==> config.mk <==
export PLATFORM = sky130hd
export DESIGN_NAME = local_timer
export DESIGN_NICKNAME = d
export VERILOG_FILES = /design/src/rtl/lt_pkg.sv /design/src/rtl/lt_prescaler.sv /design/src/rtl/lt_counter.sv /design/src/rtl/lt_pending.sv /design/src/rtl/local_timer.sv
export SDC_FILE = /design/constraint.sdc
export NUM_CORES = 1
export LEC_CHECK = 0
export CAP_MARGIN = 0
export CORE_MARGIN = 2
export CORE_UTILIZATION = 52
export DETAILED_ROUTE_END_ITERATION = 7
export PLACE_DENSITY = 0.87
export SLEW_MARGIN = 20
export SYNTH_ARGS = -nofsm -noshare
export SYNTH_HDL_FRONTEND = slang
export SYNTH_SLANG_ARGS = --single-unit
==> constraint.sdc <==
create_clock -name clk -period 3.75 [get_ports clk]
set_input_delay 0.75 -clock clk [delete_from_list [all_inputs] [get_ports clk]]
set_output_delay 0.75 -clock clk [all_outputs]
set_load 0.05 [all_outputs]
==> src/rtl/lt_pkg.sv <==
`timescale 1ns/1ps
// Shared constants for the local countdown timer: address map, entry
// field positions and the divider decode. Assumes a 32-bit register bus.
package lt_pkg;
    localparam int DATA_W   = 32;
    localparam int ADDR_W   = 4;
    localparam int NUM_VEC  = 6;
    localparam int PRE_W    = 7;
    localparam int MASK_BIT = 16;
    localparam int MODE_BIT = 17;

    localparam logic [ADDR_W-1:0] REG_CTRL  = 4'h0;
    localparam logic [ADDR_W-1:0] REG_DIV   = 4'h1;
    localparam logic [ADDR_W-1:0] REG_START = 4'h2;
    localparam logic [ADDR_W-1:0] REG_CURR  = 4'h3;
    localparam int                VEC_BASE  = 4;

    // Last prescaler value before a tick, from the 3-bit divide select
    function automatic logic [PRE_W-1:0] div_limit(input logic [2:0] sel);
        logic [2:0] sh;
        logic [7:0] pow;
        sh  = sel + 3'd1;
        pow = 8'd1 << sh;
        return PRE_W'(pow - 8'd1);
    endfunction
endpackage

==> src/rtl/lt_prescaler.sv <==
`timescale 1ns/1ps
// Clock prescaler: emits one tick every 2^n clocks while the timer runs.
// Assumes restart is pulsed on every start-value write; a select change
// mid-count applies at the next comparison without clearing the count.
module lt_prescaler
    import lt_pkg::*;
(
    input  logic       clk,
    input  logic       rst_n,
    input  logic       restart,
    input  logic       run,
    input  logic [2:0] div_sel,
    output logic       tick
);
    logic [PRE_W-1:0] presc;
    logic [PRE_W-1:0] limit;

    assign limit = div_limit(div_sel);
    assign tick  = run && (presc >= limit);

    // Count clocks between ticks; cleared by reset or restart
    always_ff @(posedge clk) begin
        if (!rst_n || restart) begin
            presc <= '0;
        end else if (run) begin
            presc <= tick ? '0 : presc + 1'b1;
        end
    end
endmodule

==> src/rtl/lt_counter.sv <==
`timescale 1ns/1ps
// Down-counter with one-shot or periodic reload. A load wins over a tick
// in the same cycle. Expiry is the tick that takes the count from 1 to 0.
module lt_counter #(
    parameter int CNT_W = 32
) (
    input  logic             clk,
    input  logic             rst_n,
    input  logic             load,
    input  logic [CNT_W-1:0] load_val,
    input  logic [CNT_W-1:0] reload_val,
    input  logic             tick,
    input  logic             periodic,
    output logic [CNT_W-1:0] cur,
    output logic             running,
    output logic             expire
);
    localparam logic [CNT_W-1:0] ONE = CNT_W'(1);

    assign expire = tick && running && !load && (cur == ONE);

    // Load, decrement, and reload or stop at the end of a period
    always_ff @(posedge clk) begin
        if (!rst_n) begin
            cur     <= '0;
            running <= 1'b0;
        end else if (load) begin
            cur     <= load_val;
            running <= |load_val;
        end else if (tick && running) begin
            if (cur == ONE) begin
                cur     <= periodic ? reload_val : '0;
                running <= periodic;
            end else begin
                cur <= cur - ONE;
            end
        end
    end
endmodule

==> src/rtl/lt_pending.sv <==
`timescale 1ns/1ps
// Saturating count of undelivered expiries. Clear has priority; a
// simultaneous increment and decrement leave the count as it is.
module lt_pending #(
    parameter int PEND_W = 4
) (
    input  logic              clk,
    input  logic              rst_n,
    input  logic              inc,
    input  logic              dec,
    input  logic              clr,
    output logic [PEND_W-1:0] count
);
    localparam logic [PEND_W-1:0] MAX = {PEND_W{1'b1}};

    // Track expiries minus accepted deliveries
    always_ff @(posedge clk) begin
        if (!rst_n || clr) begin
            count <= '0;
        end else if (inc && !dec) begin
            if (count != MAX) count <= count + 1'b1;
        end else if (dec && !inc) begin
            if (count != '0) count <= count - 1'b1;
        end
    end
endmodule

==> src/rtl/local_timer.sv <==
`timescale 1ns/1ps
// Local countdown timer top: register file, six local interrupt entries,
// prescaler, counter and pending tracking. Single-cycle writes; reads
// return data one clock after rd_en. Assumes CNT_W <= 32.
module local_timer
    import lt_pkg::*;
#(
    parameter int CNT_W  = 32,
    parameter int PEND_W = 4
) (
    input  logic              clk,
    input  logic              rst_n,
    input  logic              wr_en,
    input  logic              rd_en,
    input  logic [ADDR_W-1:0] addr,
    input  logic [DATA_W-1:0] wdata,
    output logic [DATA_W-1:0] rdata,
    input  logic              irq_ack,
    output logic              irq_req,
    output logic [7:0]        irq_vector
);
    logic                 sw_en;
    logic [2:0]           div_sel;
    logic [CNT_W-1:0]     init_q;
    logic [NUM_VEC-1:0]   vmask;
    logic [7:0]           vvec [NUM_VEC];
    logic                 periodic;
    logic [CNT_W-1:0]     cur_cnt;
    logic                 running;
    logic                 expire;
    logic                 tick;
    logic [PEND_W-1:0]    pend_cnt;
    logic                 wr_ctrl;
    logic                 wr_start;
    logic                 disable_wr;
    logic                 ack_ok;
    logic [DATA_W-1:0]    rd_mux;

    assign wr_ctrl    = wr_en && (addr == REG_CTRL);
    assign wr_start   = wr_en && (addr == REG_START);
    assign disable_wr = wr_ctrl && !wdata[0];

    // Control, divide select and start value registers
    always_ff @(posedge clk) begin
        if (!rst_n) begin
            sw_en   <= 1'b0;
            div_sel <= 3'd0;
            init_q  <= '0;
        end else if (wr_en) begin
            if (addr == REG_CTRL)  sw_en   <= wdata[0];
            if (addr == REG_DIV)   div_sel <= {wdata[3], wdata[1:0]};
            if (addr == REG_START) init_q  <= wdata[CNT_W-1:0];
        end
    end

    generate
        for (genvar i = 0; i < NUM_VEC; i++) begin : g_entry
            logic wr_this;
            assign wr_this = wr_en && (addr == ADDR_W'(VEC_BASE + i));
            // One local entry: mask forced on disable or while disabled
            always_ff @(posedge clk) begin
                if (!rst_n) begin
                    vmask[i] <= 1'b1;
                    vvec[i]  <= 8'd0;
                end else if (disable_wr) begin
                    vmask[i] <= 1'b1;
                end else if (wr_this) begin
                    vmask[i] <= wdata[MASK_BIT] | !sw_en;
                    vvec[i]  <= wdata[7:0];
                end
            end
        end
    endgenerate

    // Mode bit, held only by the timer entry
    always_ff @(posedge clk) begin
        if (!rst_n) begin
            periodic <= 1'b0;
        end else if (wr_en && (addr == ADDR_W'(VEC_BASE))) begin
            periodic <= wdata[MODE_BIT];
        end
    end

    lt_prescaler u_presc (
        .clk     (clk),
        .rst_n   (rst_n),
        .restart (wr_start),
        .run     (running),
        .div_sel (div_sel),
        .tick    (tick)
    );

    lt_counter #(.CNT_W(CNT_W)) u_cnt (
        .clk        (clk),
        .rst_n      (rst_n),
        .load       (wr_start),
        .load_val   (wdata[CNT_W-1:0]),
        .reload_val (init_q),
        .tick       (tick),
        .periodic   (periodic),
        .cur        (cur_cnt),
        .running    (running),
        .expire     (expire)
    );

    assign irq_req    = sw_en && !vmask[0] && (pend_cnt != '0);
    assign irq_vector = vvec[0];
    assign ack_ok     = irq_ack && irq_req;

    lt_pending #(.PEND_W(PEND_W)) u_pend (
        .clk   (clk),
        .rst_n (rst_n),
        .inc   (expire),
        .dec   (ack_ok),
        .clr   (disable_wr),
        .count (pend_cnt)
    );

    // Read multiplexer over the address map
    always_comb begin
        rd_mux = '0;
        case (addr)
            REG_CTRL:  rd_mux[0] = sw_en;
            REG_DIV:   rd_mux[3:0] = {div_sel[2], 1'b0, div_sel[1:0]};
            REG_START: rd_mux = DATA_W'(init_q);
            REG_CURR:  rd_mux = DATA_W'(cur_cnt);
            default: begin
                for (int i = 0; i < NUM_VEC; i++) begin
                    if (addr == ADDR_W'(VEC_BASE + i)) begin
                        rd_mux[7:0]      = vvec[i];
                        rd_mux[MASK_BIT] = vmask[i];
                        if (i == 0) rd_mux[MODE_BIT] = periodic;
                    end
                end
            end
        endcase
    end

    // Registered read data, updated only on a read strobe
    always_ff @(posedge clk) begin
        if (!rst_n)     rdata <= '0;
        else if (rd_en) rdata <= rd_mux;
    end
endmodule

==> impl_metrics.tcl <==
set metrics [dict create \
    gp_congestion 0.943 \
    synth_seq_cells 167 \
    p_clk_share_pct 41.2 \
    dr_total_vias 8122 \
    port_buffers 81 \
    synthMuxAreaShare_pct 4.63 \
    ir_drop_mv 0.366 \
    antenna_found_initial 0 \
    synth_compound_area_share_pct 21.2 \
    place_ws_ns 0.0954 \
    num_rows 47 \
    synth_xor_area_share_pct 1.89 \
    p_leak_uw 0.00412 \
    wl_per_cell_um 19.6 \
    cts.sinks 167 \
    grt_max_degree 45 \
    syn_avg_cell_area_sq_um 9.11 \
    htreeDepth 4 \
    p_per_area_mw_per_mm2 417 \
    netlist_area_sq_mm 0.00881 \
    setup_viol 0 \
    ios 82 \
    finalHoldViolations 0 \
    pwr-share-comb_pct 14.3 \
    cts_hold_buffers 0 \
    slew_headroom_pct 46.1 \
    yosys.area.top_type_share_pct 27.1 \
    cap_viol_max_count 0 \
    layout-drive-gt1-share_pct 10.8 \
    initialDrtViolationCount 980 \
    start_kind "flip-flop" \
    grt_usage_pct 28.3 \
    dpl.cell_count 1241 \
    ant_nets 0 \
    initial_core_util_pct 53.1 \
    stdcell_area_sq_mm 0.0106 \
    die_h_um 134 \
    cts_root_buf "clkbuf_16" \
    synth.largest_area_cell "dfxtp_1" \
    fin_cells 1273 \
    fmax_mhz 277 \
    path_max_fanout 6 \
    async_flop_share_pct 0 \
    placed_area_sq_mm 0.00993 \
    synth_nets 1021 \
    cts_made_buffers 17 \
    yosys.area_share.simple_pct 22.6 \
    dieArea_sq_mm 0.0180 \
    nFillCells 1280 \
    cp-end-kind "flip-flop" \
    synth_common_cells "144 x nand2_1, 119 x dfxtp_1, 60 x clkbuf_1" \
    drc_errors 0 \
    netlist_instances 967 \
    area_growth_pct 20.0 \
    timing.hold.ws_ns 0.476 \
    power_switching_uw 1130 \
    required_ns 4.12 \
    wl_mm 25.0 \
    ys.flop_type "dfxtp_1" \
    yosysMostFrequentCell "nand2_1" \
    synthTopCellsByArea "dfxtp_1 27%, edfxtp_1 16%, nand2_1 6.1%, and2_1 3.1%, a21boi_0 2.8%" \
    worst_pin_slew_ns 0.802 \
    nNetsFinal 1094 \
    grt_pass1_wl_mm 40.2 \
    grt_pass1_vias 7852 \
    hp-class "flip-flop to flip-flop" \
    seq_power_share_pct 44.5 \
    yosysWarnings 0 \
    worstSetupPathType "flip-flop to flip-flop" \
    clk_latency_ns 0.43 \
    post-route-min-period_ns 3.61 \
    synth_cell_types 72 \
    antennaDiodeCount 0 \
    finish.utilization_pct 63.7 \
    hpwl_mm 16.8 \
    synth_edf_count 48 \
    synthAdderAreaFrac_pct 1.93 \
    drtPass1Iterations 6 \
    die_w_um 134 \
    run_status "finished clean" \
    core_sq_mm 0.0166 \
    path_clk_slew_ns 0.07 \
    tritoncts "built" \
    p_int_uw 3270 \
    p_sw_share_pct 25.6 \
    crit_arrival_ns 3.98 \
    via_per_inst 6.38 \
    grt_overflow_total 0 \
    ys_seq_area_share_pct 43.4 \
    maxSlewViolCount 0 \
    clock_path_buffers 2 \
    fin_skew_ns 0.00698 \
    fin_crit_sh_pct 96.3 \
    synth_top_family_by_area "simple AND/OR/NAND/NOR gates" \
    worst_slack_ns 0.140 \
]
## final timing paths
kind         cells past startpoint              end  slack [ns]       start
min reg2reg                      1        rdata[24]        0.48   rdata[24]
max                             19  u_pend.count[3]        0.14  div_sel[1]
max reg2reg                     19  u_pend.count[3]        0.14  div_sel[1]
min                              1        rdata[24]        0.48   rdata[24]
## cell type report
type                    instances  area, sq um  area share [%]
clock buffers                  25          528            5.00
clock inverters                 7         86.3           0.817
inverters                      13         48.8           0.462
multi-input cells             713         4650            44.0
flip-flops and latches        167         3820            36.2
well taps                     220          275            2.61
repair buffers                128         1150            10.9
## power by group through the flow
stage                     registers (uW)  logic, uW  clock network [uW]
final                               1960        630                1810
after CTS                           1960        619                1810
after global routing                1970        673                1890
after global placement              1990        603                   0
after floorplan                     2070        324                   0
after detailed placement            2000        611                   0
## metal layers
metal | part of all wire (%) | up-vias | global-route usage [%]
li1 | - | 3715 | -
met1 | 40 | 3840 | 37.1
met2 | 46 | 470 | 44.2
met3 | 9.3 | 97 | 6.42
met4 | 4.3 | 0 | 14.4
met5 | 0 | - | 0
## registers in the layout, indices dropped and copies added (netlist names)
register / count
div_sel: 3
init_q: 32
periodic: 1
rdata: 32
sw_en: 1
u_cnt.cur: 32
u_cnt.running: 1
u_pend.count: 4
u_presc.presc: 7
vmask: 6
vvec: 48
## layout by cell type, fill, tap and decap left out, drive strengths merged, types with 4 or more instances in the layout
cell type,n
a211oi,6
a21boi,38
a21o,5
a21oi,30
a221oi,8
a22oi,27
a311oi,4
a31oi,15
and2,44
and3,19
buf,49
clkbuf,25
clkdlybuf4s50,79
clkinv,4
dfxtp,119
edfxtp,48
ha,12
inv,14
mux2i,16
mux4,10
nand2,144
nand2b,6
nand3,22
nand4,15
nor2,53
nor2b,7
nor3,22
nor4,19
o211a,24
o211ai,9
o21ai,58
o221ai,4
o22ai,4
o311ai,4
o31ai,4
or2,4
or3,13
or4,12
xnor2,7
xor2,12
## repair_timing
action                                 in CTS  in global routing
setup endpoints to repair                   0                  1
buffers inserted                            0                  0
resized for setup                           0                  5
endpoints found under the hold margin       0                  0
## per-stage QoR
stage | power (uW) | setup TNS [ns]
after floorplan | 2390 | 0
final | 4400 | 0
after global placement | 2600 | 0
after detailed placement | 2610 | 0
after CTS | 4390 | 0
after global routing | 4530 | -0.0445
## critical path, cell delays in order (launching register included)
cell	delay, ns
dfxtp_1	0.35
or3_1	0.37
ha_2	0.24
nor2_1	0.11
a21oi_1	0.05
nor2_1	0.09
a31oi_1	0.06
ha_1	0.31
and3_1	0.18
nand3_1	0.09
and3_1	0.22
nor3_2	0.19
inv_1	0.08
ha_1	0.28
a21o_1	0.14
nand2_1	0.07
nor3b_1	0.24
nand4_1	0.19
nand3_1	0.15
nor3b_2	0.15
## cell families (layout without fill, tap and decap cells)
group	count (synthesis)	count (layout)
xor gates and xnor gates	19	19
adders and majority gates	13	13
buffers and inverters	87	173
and+or+nand+nor	391	391
muxes	28	28
DFF	167	167
AOI/OAI and AO/OA	262	262
Note: power is estimated with default switching activity, not from simulation.
